==> config.mk <==
export PLATFORM = sky130hd
export DESIGN_NAME = ss_alarm
export DESIGN_NICKNAME = d
export VERILOG_FILES = /design/src/rtl/ssa_pkg.sv /design/src/rtl/ssa_prescaler.sv /design/src/rtl/ssa_cmp_reg.sv /design/src/rtl/ssa_match.sv /design/src/rtl/ss_alarm.sv
export SDC_FILE = /design/constraint.sdc
export NUM_CORES = 1
export LEC_CHECK = 0
export ABC_AREA = 1
export BUFFER_PORTS_ARGS = -buffer_cell sky130_fd_sc_hd__clkbuf_2
export CAP_MARGIN = 30
export CORE_ASPECT_RATIO = 0.6
export CORE_MARGIN = 2
export CORE_UTILIZATION = 57
export DETAILED_ROUTE_END_ITERATION = 10
export HOLD_SLACK_MARGIN = 0.12
export PLACE_DENSITY = 0.91
export SLEW_MARGIN = 20
export SYNTH_ARGS = -nofsm -noshare
export SYNTH_HDL_FRONTEND = slang
export SYNTH_SLANG_ARGS = --single-unit
==> constraint.sdc <==
create_clock -name clk -period 3.55 [get_ports clk]
set_input_delay 0.1775 -clock clk [delete_from_list [all_inputs] [get_ports clk]]
set_output_delay 0.1775 -clock clk [all_outputs]
set_load 0.02 [all_outputs]
==> src/rtl/ssa_pkg.sv <==
package ssa_pkg;
  localparam int SS_W     = 15;
  localparam int CNT_W    = SS_W + 1;
  localparam int MASK_W   = 4;
  localparam int DATA_W   = 32;
  localparam int ADDR_W   = 2;
  localparam int MASK_LSB = 24;
  localparam int IRQ_BIT  = 16;

  typedef enum logic [ADDR_W-1:0] {
    REG_CMP  = 2'd0,
    REG_CTRL = 2'd1,
    REG_STAT = 2'd2,
    REG_CNT  = 2'd3
  } ssa_addr_e;

  typedef struct packed {
    logic [MASK_W-1:0] mask;
    logic [SS_W-1:0]   ss;
  } ssa_cmp_t;

  // Next counter value: shift adds into the low bits with carry into the top bit.
  function automatic logic [CNT_W-1:0] next_count(
    input logic [CNT_W-1:0] cnt,
    input logic [SS_W-1:0]  presc,
    input logic             shift,
    input logic [SS_W-1:0]  amount
  );
    if (shift)
      return {1'b0, cnt[SS_W-1:0]} + {1'b0, amount};
    else if (cnt == '0)
      return {1'b0, presc};
    else
      return cnt - CNT_W'(1);
  endfunction

  // Register image of the compare register; reserved bits zero.
  function automatic logic [DATA_W-1:0] pack_cmp(input ssa_cmp_t c);
    logic [DATA_W-1:0] r;
    r = '0;
    r[MASK_LSB +: MASK_W] = c.mask;
    r[SS_W-1:0]           = c.ss;
    return r;
  endfunction

  function automatic logic [DATA_W-1:0] pack_ctrl(input logic [SS_W-1:0] presc,
                                                  input logic irq_en);
    logic [DATA_W-1:0] r;
    r = '0;
    r[SS_W-1:0] = presc;
    r[IRQ_BIT]  = irq_en;
    return r;
  endfunction
endpackage

==> src/rtl/ssa_prescaler.sv <==
module ssa_prescaler
  import ssa_pkg::*;
#(
  parameter logic [SS_W-1:0] PRESC_RST = 15'd255
) (
  input  logic             clk,
  input  logic             rst_n,
  input  logic             presc_we,
  input  logic [SS_W-1:0]  presc_wdata,
  input  logic             shift_en,
  input  logic [SS_W-1:0]  shift_val,
  output logic [CNT_W-1:0] cnt,
  output logic [SS_W-1:0]  presc,
  output logic             sec_tick
);
  logic [CNT_W-1:0] cnt_nxt;

  assign cnt_nxt  = next_count(cnt, presc, shift_en, shift_val);
  assign sec_tick = (cnt == '0) && !shift_en;

  always_ff @(posedge clk) begin
    if (!rst_n) begin
      cnt   <= '0;
      presc <= PRESC_RST;
    end else begin
      cnt <= cnt_nxt;
      if (presc_we) presc <= presc_wdata;
    end
  end

  // reload from the prescale value after the zero cycle
  assert_reload_R2: assert property (@(posedge clk) disable iff (!rst_n)
    (cnt == '0 && !shift_en) |=> (cnt == {1'b0, $past(presc)}));

  // plain decrement otherwise
  assert_decrement_R2: assert property (@(posedge clk) disable iff (!rst_n)
    (cnt != '0 && !shift_en) |=> (cnt == $past(cnt) - CNT_W'(1)));

  // a shift keeps the low bits equal to the sum
  assert_shift_sum_R6: assert property (@(posedge clk) disable iff (!rst_n)
    shift_en |=> (cnt[SS_W-1:0] == $past(cnt[SS_W-1:0]) + $past(shift_val)));
endmodule

==> src/rtl/ssa_cmp_reg.sv <==
module ssa_cmp_reg
  import ssa_pkg::*;
(
  input  logic              clk,
  input  logic              rst_n,
  input  logic              wr_sel,
  input  logic [MASK_W-1:0] mask_wdata,
  input  logic [SS_W-1:0]   ss_wdata,
  input  logic              wr_unlock,
  input  logic              init_mode,
  input  logic              irq_en,
  output ssa_cmp_t          cmp,
  output logic              cmp_accept
);
  assign cmp_accept = wr_sel && wr_unlock && (!irq_en || init_mode);

  always_ff @(posedge clk) begin
    if (!rst_n) begin
      cmp <= '0;
    end else if (cmp_accept) begin
      cmp.mask <= mask_wdata;
      cmp.ss   <= ss_wdata;
    end
  end

  // locked while the interrupt is enabled outside initialization
  assert_locked_R8: assert property (@(posedge clk) disable iff (!rst_n)
    (irq_en && !init_mode) |=> $stable(cmp));

  // nothing changes without the unlock input
  assert_protect_R9: assert property (@(posedge clk) disable iff (!rst_n)
    !wr_unlock |=> $stable(cmp));
endmodule

==> src/rtl/ssa_match.sv <==
module ssa_match
  import ssa_pkg::*;
(
  input  logic            clk,
  input  logic            rst_n,
  input  logic [SS_W-1:0] count_low,
  input  ssa_cmp_t        cmp,
  input  logic            sec_tick,
  input  logic            other_match,
  input  logic            irq_en,
  input  logic            flag_clr,
  output logic            hit,
  output logic            alarm_pulse,
  output logic            alarm_flag,
  output logic            alarm_irq
);
  logic [SS_W-1:0] bit_ok;
  logic            hit_d;
  logic            hit_rise;

  // Bit i is compared only when its index lies below the mask count.
  for (genvar i = 0; i < SS_W; i++) begin : g_bit
    localparam logic [MASK_W:0] IDX = (MASK_W+1)'(i);
    assign bit_ok[i] = (IDX >= {1'b0, cmp.mask}) || (count_low[i] == cmp.ss[i]);
  end

  assign hit      = other_match && ((cmp.mask == '0) ? sec_tick : (&bit_ok));
  assign hit_rise = hit && !hit_d;
  assign alarm_irq = alarm_pulse && irq_en;

  always_ff @(posedge clk) begin
    if (!rst_n) begin
      hit_d       <= 1'b0;
      alarm_pulse <= 1'b0;
      alarm_flag  <= 1'b0;
    end else begin
      hit_d       <= hit;
      alarm_pulse <= hit_rise;
      if (hit_rise)      alarm_flag <= 1'b1;
      else if (flag_clr) alarm_flag <= 1'b0;
    end
  end

  // never two pulses back to back
  assert_single_pulse_R11: assert property (@(posedge clk) disable iff (!rst_n)
    alarm_pulse |=> !alarm_pulse);

  // a pulse always leaves the flag set, even against a clear
  assert_flag_set_R11: assert property (@(posedge clk) disable iff (!rst_n)
    alarm_pulse |-> alarm_flag);

  // with a zero mask count, a match needs the counter at zero
  assert_mask0_R3: assert property (@(posedge clk) disable iff (!rst_n)
    (hit && cmp.mask == '0) |-> (count_low == '0));

  // the calendar qualifier gates every match
  assert_qualified_R7: assert property (@(posedge clk) disable iff (!rst_n)
    hit |-> other_match);

  // interrupt only with a pulse and the enable
  assert_irq_gate_R12: assert property (@(posedge clk) disable iff (!rst_n)
    alarm_irq |-> (alarm_pulse && irq_en));
endmodule

==> src/rtl/ss_alarm.sv <==
module ss_alarm
  import ssa_pkg::*;
#(
  parameter logic [SS_W-1:0] PRESC_RST = 15'd255
) (
  input  logic              clk,
  input  logic              rst_n,
  input  logic              wr_en,
  input  logic [ADDR_W-1:0] wr_addr,
  input  logic [DATA_W-1:0] wr_data,
  input  logic              wr_unlock,
  input  logic              init_mode,
  input  logic [ADDR_W-1:0] rd_addr,
  output logic [DATA_W-1:0] rd_data,
  input  logic              other_match,
  input  logic              shift_en,
  input  logic [SS_W-1:0]   shift_val,
  output logic              sec_tick,
  output logic              alarm_pulse,
  output logic              alarm_flag,
  output logic              alarm_irq
);
  logic [CNT_W-1:0] cnt;
  logic [SS_W-1:0]  presc;
  logic             irq_en;
  logic             ctrl_we;
  logic             cmp_sel;
  logic             cmp_accept;
  logic             flag_clr;
  logic             hit;
  ssa_cmp_t         cmp;
  logic             unused_wdata;

  assign ctrl_we  = wr_en && (wr_addr == REG_CTRL) && wr_unlock;
  assign cmp_sel  = wr_en && (wr_addr == REG_CMP);
  assign flag_clr = wr_en && (wr_addr == REG_STAT) && wr_data[0];
  assign unused_wdata = ^{wr_data[DATA_W-1:MASK_LSB+MASK_W],
                          wr_data[MASK_LSB-1:IRQ_BIT+1], wr_data[SS_W]};

  always_ff @(posedge clk) begin
    if (!rst_n)       irq_en <= 1'b0;
    else if (ctrl_we) irq_en <= wr_data[IRQ_BIT];
  end

  ssa_prescaler #(.PRESC_RST(PRESC_RST)) u_presc (
    .clk         (clk),
    .rst_n       (rst_n),
    .presc_we    (ctrl_we),
    .presc_wdata (wr_data[SS_W-1:0]),
    .shift_en    (shift_en),
    .shift_val   (shift_val),
    .cnt         (cnt),
    .presc       (presc),
    .sec_tick    (sec_tick)
  );

  ssa_cmp_reg u_cmp (
    .clk        (clk),
    .rst_n      (rst_n),
    .wr_sel     (cmp_sel),
    .mask_wdata (wr_data[MASK_LSB +: MASK_W]),
    .ss_wdata   (wr_data[SS_W-1:0]),
    .wr_unlock  (wr_unlock),
    .init_mode  (init_mode),
    .irq_en     (irq_en),
    .cmp        (cmp),
    .cmp_accept (cmp_accept)
  );

  ssa_match u_match (
    .clk         (clk),
    .rst_n       (rst_n),
    .count_low   (cnt[SS_W-1:0]),
    .cmp         (cmp),
    .sec_tick    (sec_tick),
    .other_match (other_match),
    .irq_en      (irq_en),
    .flag_clr    (flag_clr),
    .hit         (hit),
    .alarm_pulse (alarm_pulse),
    .alarm_flag  (alarm_flag),
    .alarm_irq   (alarm_irq)
  );

  always_comb begin
    rd_data = '0;
    case (ssa_addr_e'(rd_addr))
      REG_CMP:  rd_data = pack_cmp(cmp);
      REG_CTRL: rd_data = pack_ctrl(presc, irq_en);
      REG_STAT: rd_data[0] = alarm_flag;
      REG_CNT:  rd_data[CNT_W-1:0] = cnt;
      default:  rd_data = '0;
    endcase
  end

  // the control register holds without the unlock input
  assert_ctrl_protect_R9: assert property (@(posedge clk) disable iff (!rst_n)
    !wr_unlock |=> ($stable(presc) && $stable(irq_en)));

  // an accepted compare write never happens in the locked state
  assert_accept_rule_R8: assert property (@(posedge clk) disable iff (!rst_n)
    cmp_accept |-> (!irq_en || init_mode));
endmodule

==> impl_metrics.yaml, run 1 <==
logic_synthesis:
  synth_cell_type_count: 36
  yosys.area_share.simple_pct: 37.9
  synthFlopType: "dfxtp_1"
  synthAdderAreaFrac_pct: 5.62
  synthArstFlopShare_pct: 0
  yosysSeqAreaShare_pct: 26.1
  postSynthCellCount: 687
  syn-cell-area_um2: 4140
  synth_xor_xnor_area_share_pct: 2.12
  synth-edff-count: 0
  synth_top_family_by_area: "simple AND/OR/NAND/NOR gates"
  ys_ff_latch: 54
  synth_compound_area_share_pct: 15.2
  synth_top_area_share_pct: 26.1
  yosysTopAreaCell: "dfxtp_1"
  synth.area.top_cells: "dfxtp_1 26%, nand2_1 19%, inv_1 8.1%"
  syn_avg_cell_area_um2: 6.03
  yosysWarnings: 0
  synthMuxAreaShare_pct: 0
floorplanning:
  chipWidth_um: 114
  die_area_um2: 7980
  die_y_um: 70.0
  coreArea_um2: 7150
  rows: 24
  io_pins: 94
  start_util_pct: 57.9
sta:
  timing.final.crit_period_ns: 2.00
  max_slew_margin_pct: 42.0
  tns_ns: 0
  rsz0062_at_grt: "false"
  hold_viol: 0
  whs_ns: 0.129
  final.setup_skew_ns: 0.00392
  fmax_ghz: 0.500
  period_share_pct: 56.3
  maxSlewViolCount: 0
  finalSetupViolations: 0
  worst_pin_slew_ns: 0.866
route:
  drc_errors: 0
  wl_um: 12400
  vias: 4662
  dr.pass1.iters: 6
  drt-initial-drc-count: 595
  wire_per_inst_um: 14.7
  ant_nets: 0
  vias_per_cell: 5.52
worst_setup_path:
  crit_arrival_ns: 1.82
  crit_path_start: "rd_addr[0]"
  cp-end-kind: "output pin"
  worstPathRequired_ns: 3.37
  critPathLaunchType: "input port"
  critPathMaxFanout: 11
  crit_type: "in2out"
  r2r_start: "u_presc.cnt[1]"
hold_path:
  min_from: "wr_data[0]"
  hold_path.class: "in2reg"
global_routing:
  grt_pass1_vias: 4220
  track_usage_pct: 32.1
  grt_start_max_net_pins: 37
  antenna_found_initial: 0
  grt-ovfl-total: 0
  grt_pass1_wl_um: 20300
clocking:
  cts-root-buf: "clkbuf_16"
  htreeDepth: 2
  postCtsSetupBuffers: 0
  cts_buffers: 5
  clock_sinks: 54
  clock_latency_ns: 0.30
  cts_tree: "done"
  cts_buffer_depth: 2
  clk_pin_slew_ns: 0.07
layout:
  antennaDiodeCount: 0
  area_delta_synth_final_pct: 13.5
  drive_gt1_share_pct: 14.3
  nets: 829
  layout.cells.non_filler: 845
  multi_input_area_um2: 2560
  register_area_um2: 1080
  n_fill_cell: 672
placed_design:
  gp_congestion: 0.974
  hpwl_um: 9740
  portBuffers: 70
  placedCellCount: 831
power_and_ir_drop:
  p_leak_nw: 2.47
  p_per_area_nw_per_um2: 497
  vdd_drop_max_mv: 0.353
  p_total_mw: 2.34
run_status:
  status: "complete, no violations"
flow_run:
  maxCapViolCount: 0
cell type report:
cell class	instances	share of cell area, %
timing repair buffer	78	9.16
multi-input combinational	518	54.5
clock inverter	1	0.106
inverter	96	7.77
clock buffer	7	3.03
tap	91	2.42
sequential	54	23.0
cell usage in the layout, fill, tap and decap left out, drive strengths merged:
cell and instances:
a31oi 5, a21oi 46, o2111ai 1, inv 93, ha 17, a211oi 1, nor2 94, xor2 10
clkbuf 77, nor3 5, dfxtp 54, conb 11, o21ai 41, a21boi 1, or2 1, dlygate4sd3 5
o211ai 1, o221ai 13, fa 1, nand3 50, buf 3, clkinv 4, nand3b 2, nand4 8
nand2 210
repair_timing:
action,CTS,global route
hold buffers,5,0
hold endpoints to repair,5,0
gates resized for setup,0,0
synthesized netlist by cell type, types with 2 or more instances:
cell      count
a21oi_2       5
o221ai_1     13
nor3_1        5
buf_4        11
o21ai_0      40
nand3_2       2
xor2_1       10
clkinv_1      2
nor2_1       84
nor2_4        6
buf_6         2
dfxtp_1      54
nand2_2       4
clkbuf_1     12
nand4_1       8
inv_2         4
inv_1        89
buf_2         3
ha_1         17
nand3b_1      2
nand3_1      48
a21oi_1      41
nand2_1     205
nor2_2        4
a31oi_1       5
report_power, final:
group / leakage [nW] / total (mW) / internal (mW) / switching (mW)
sequential: 0.442 / 0.776 / 0.665 / 0.111
combinational: 1.95 / 1.06 / 0.362 / 0.694
clock: 0.0739 / 0.505 / 0.280 / 0.225
total: 2.47 / 2.34 / 1.31 / 1.03
metal layers:
metal	up-vias	routed length, um	GRT usage (%)
li1	2308	-	-
met1	2089	5770	48.9
met2	242	5060	46.0
met3	23	1360	6.51
met4	0	188	7.86
met5	-	0	0
through the flow:
stage	instance area (um2)	utilization, %	setup slack, ns
2_1_floorplan	4180	-	1.95
3_3_place_gp	4490	62.8	1.64
3_5_place_dp	4490	62.8	1.59
4_1_cts	4690	65.6	1.58
5_1_grt	4700	65.8	1.41
6_report	4700	65.8	1.55
worst max-delay path, stage by stage:
cell and delay [ns]:
clkbuf_2 0.10, inv_1 0.05, nor2_1 0.65, inv_1 0.33
o221ai_1 0.29, clkbuf_2 0.22
worst paths after layout:
check | end | slack [ns] | cells past startpoint
worst max-delay path | rd_data[9] | 1.55 | 6
worst min-delay path | u_presc.presc[0] | 0.13 | 3
worst max register to register | u_presc.cnt[11] | 1.60 | 12
worst min register to register | u_presc.presc[13] | 0.49 | 2
sequential cells by signal, summed over array words and instances (netlist names):
signal and count:
irq_en 1, u_cmp.cmp 19, u_match.alarm_flag 1, u_match.alarm_pulse 1, u_match.hit_d 1, u_presc.cnt 16
u_presc.presc 15
kinds of logic after synthesis:
family / after synthesis
compound gates: 109
xor+xnor: 10
fa+ha+maj: 18
buf+inv: 125
flops: 54
other cells: 1
simple gates: 370
Power figures use the tool's default switching activity.
==> run 2, diff against run 1 <==
--- a/config.mk
+++ b/config.mk
@@ -10,10 +10,10 @@
 export CAP_MARGIN = 30
 export CORE_ASPECT_RATIO = 0.6
 export CORE_MARGIN = 2
-export CORE_UTILIZATION = 57
+export CORE_UTILIZATION = 55
 export DETAILED_ROUTE_END_ITERATION = 10
 export HOLD_SLACK_MARGIN = 0.12
-export PLACE_DENSITY = 0.91
+export PLACE_DENSITY = 0.88
 export SLEW_MARGIN = 20
 export SYNTH_ARGS = -nofsm -noshare
 export SYNTH_HDL_FRONTEND = slang
==> constraint.sdc (replaced) <==
create_clock -name clk -period 2.04 [get_ports clk]
set_input_delay 0.102 -clock clk [delete_from_list [all_inputs] [get_ports clk]]
set_output_delay 0.102 -clock clk [all_outputs]
set_load 0.02 [all_outputs]
==> run 2 against run 1 <==
Routed wire length is 5.0% higher; register-to-register slack worse by 1.5 ns; first-iteration DRC count is 16% higher; setup slack worse by 1.4 ns; non-clock buffer count is 19 higher; power is 89% higher; combinational power is 81% higher; worst hold slack worse by 0.0018 ns; sequential share of layout area is 1.2 points lower; critical path depth is 3 higher; critical endpoint is now u_presc.cnt[14]; utilization is 2.3 points higher.
==> impl_metrics.yaml, run 2 (synthesis gave the netlist of run 1 again) <==
global_routing:
  grt_pass1_vias: 4205
  grt_pass1_wl_um: 20100
  grt-ovfl-total: 0
  gr-usage-met3_pct: 7.46
  grt_start_max_net_pins: 37
  grt.busiest_layer: "met2"
  use_met2_pct: 46.1
  antenna_found_initial: 0
  track_usage_pct: 31.4
  grtUsageMet1_pct: 46.0
worst_setup_path:
  worstPathRequired_ns: 2.27
  cp-end-kind: "flop"
  crit_arrival_ns: 2.14
  reg2reg_to: "u_presc.cnt[14]"
  rrSetupSlack_ns: 0.13
  r2r_start: "u_presc.cnt[0]"
  critPathLaunchType: "flop"
  r2r_cells: 9
  crit_type: "reg2reg"
  critPathMaxFanout: 4
layout:
  stdcell_area_um2: 4950
  nets: 848
  drive_gt1_share_pct: 14.7
  final_cell_mix: "205 x nand2_1, 89 x inv_1, 84 x nor2_1, 70 x clkbuf_2, 54 x dfxtp_1"
  antennaDiodeCount: 0
  n_fill_cell: 658
  regMostFlops: "u_cmp.cmp"
  largest_reg_flops: 19
  reg.largest.list: "u_cmp.cmp x19, u_presc.cnt x16, u_presc.presc x15"
  final_common_cell: "nand2_1"
  area_delta_synth_final_pct: 19.5
  final_util_pct: 68.1
sta:
  maxSlewViolCount: 0
  period_share_pct: 93.4
  tns_ns: 0
  timing.final.crit_period_ns: 1.91
  final.setup_skew_ns: 0.00564
  hold_viol: 0
  whs_ns: 0.128
  worst_pin_slew_ns: 0.760
  finalSetupViolations: 0
  fmax_ghz: 0.525
  max_slew_margin_pct: 49.3
  rsz0062_at_grt: "false"
placed_design:
  hpwl_um: 9950
  portBuffers: 70
  gp_congestion: 0.966
  dpl_cell_area_um2: 4540
flow_run:
  maxCapViolCount: 0
clocking:
  htreeDepth: 2
  clock_sinks: 54
  cts-root-buf: "clkbuf_16"
  clk_pin_slew_ns: 0.07
  postCtsSetupBuffers: 0
  clock_latency_ns: 0.30
  cts_buffers: 5
  cts_tree: "done"
  cts_buffer_depth: 2
floorplanning:
  start_util_pct: 57.0
  die_area_um2: 8260
  chipWidth_um: 116
  rows: 24
  die_y_um: 71.2
  io_pins: 94
  coreArea_um2: 7270
hold_path:
  hold_end: "u_match.alarm_flag"
  hold_path.class: "in2reg"
  hold-path-cell-count: 4
  min_from: "wr_addr[1]"
route:
  drc_errors: 0
  vias_per_cell: 5.52
  wire_per_inst_um: 14.8
  wl_um: 13000
  dr.pass1.iters: 8
  drt-initial-drc-count: 689
  vias: 4841
  ant_nets: 0
power_and_ir_drop:
  p_per_area_nw_per_um2: 892
  p_leak_nw: 2.57
  vdd_drop_max_mv: 0.451
run_status:
  status: "complete, no violations"
==> run 2: cell types whose count changed in the layout (fill, tap and decap cells not counted), sizes merged <==
cell and change:
dlygate4sd3 +15, buf +4, clkbuf -1, clkinv -1, bufinv +2
==> run 2: worst max path at each step <==
stage	from	end	slack [ns]	depth (start not counted)
floorplan	u_presc.cnt[0]	u_presc.cnt[12]	0.44	9
global placement	u_presc.cnt[0]	u_presc.cnt[14]	0.23	9
detailed placement	u_presc.cnt[0]	u_presc.cnt[14]	0.19	9
CTS	u_presc.cnt[0]	u_presc.cnt[14]	0.17	9
global route	u_presc.cnt[0]	u_presc.cnt[14]	0.003	9
finish	u_presc.cnt[0]	u_presc.cnt[14]	0.13	9
==> run 2: layout make-up <==
cell class | count | area [um2] | share of cell area (%)
inverters | 96 | 368 | 7.43
clock inverters | 2 | 60.1 | 1.21
repair buffers | 97 | 603 | 12.2
multi-input cells | 518 | 2570 | 51.9
well taps | 104 | 130 | 2.63
clock buffers | 6 | 139 | 2.81
flip-flops and latches | 54 | 1080 | 21.8
==> run 2: stage by stage <==
step / setup WS (ns) / cells / total power, mW
floorplan: 0.443 / 697 / 2.71
global placement: 0.229 / 849 / 3.11
detailed placement: 0.191 / 849 / 3.17
CTS: 0.170 / 877 / 4.35
global route: 0.00291 / 877 / 4.67
finish: 0.134 / 877 / 4.42
==> run 2: routing by layer <==
| layer | vias to the layer above | wire length [um] |
|---|---|---|
| met5 | - | 0 |
| met4 | 0 | 247 |
| met3 | 32 | 1650 |
| met2 | 326 | 5320 |
| met1 | 2134 | 5770 |
| li1 | 2349 | - |
==> run 2: critical path, cell delays in order, from the launching register on <==
cell	delay [ns]
dfxtp_1	0.35
ha_1	0.25
fa_1	0.44
nand2_1	0.09
nand3_1	0.21
nand2_1	0.17
nand2_1	0.06
nand2_1	0.06
nand3_1	0.08
a21oi_2	0.13
==> run 2: power by group <==
group	internal [mW]	switching, mW	total, mW
Sequential	1.16	0.179	1.34
Clock	0.738	0.418	1.16
Combinational	0.662	1.26	1.92
==> run 2: what timing repair did <==
item	in CTS	in global routing
hold endpoints to repair	31	0
setup endpoints to repair	0	4
hold buffers	20	0
gates resized for setup	0	2
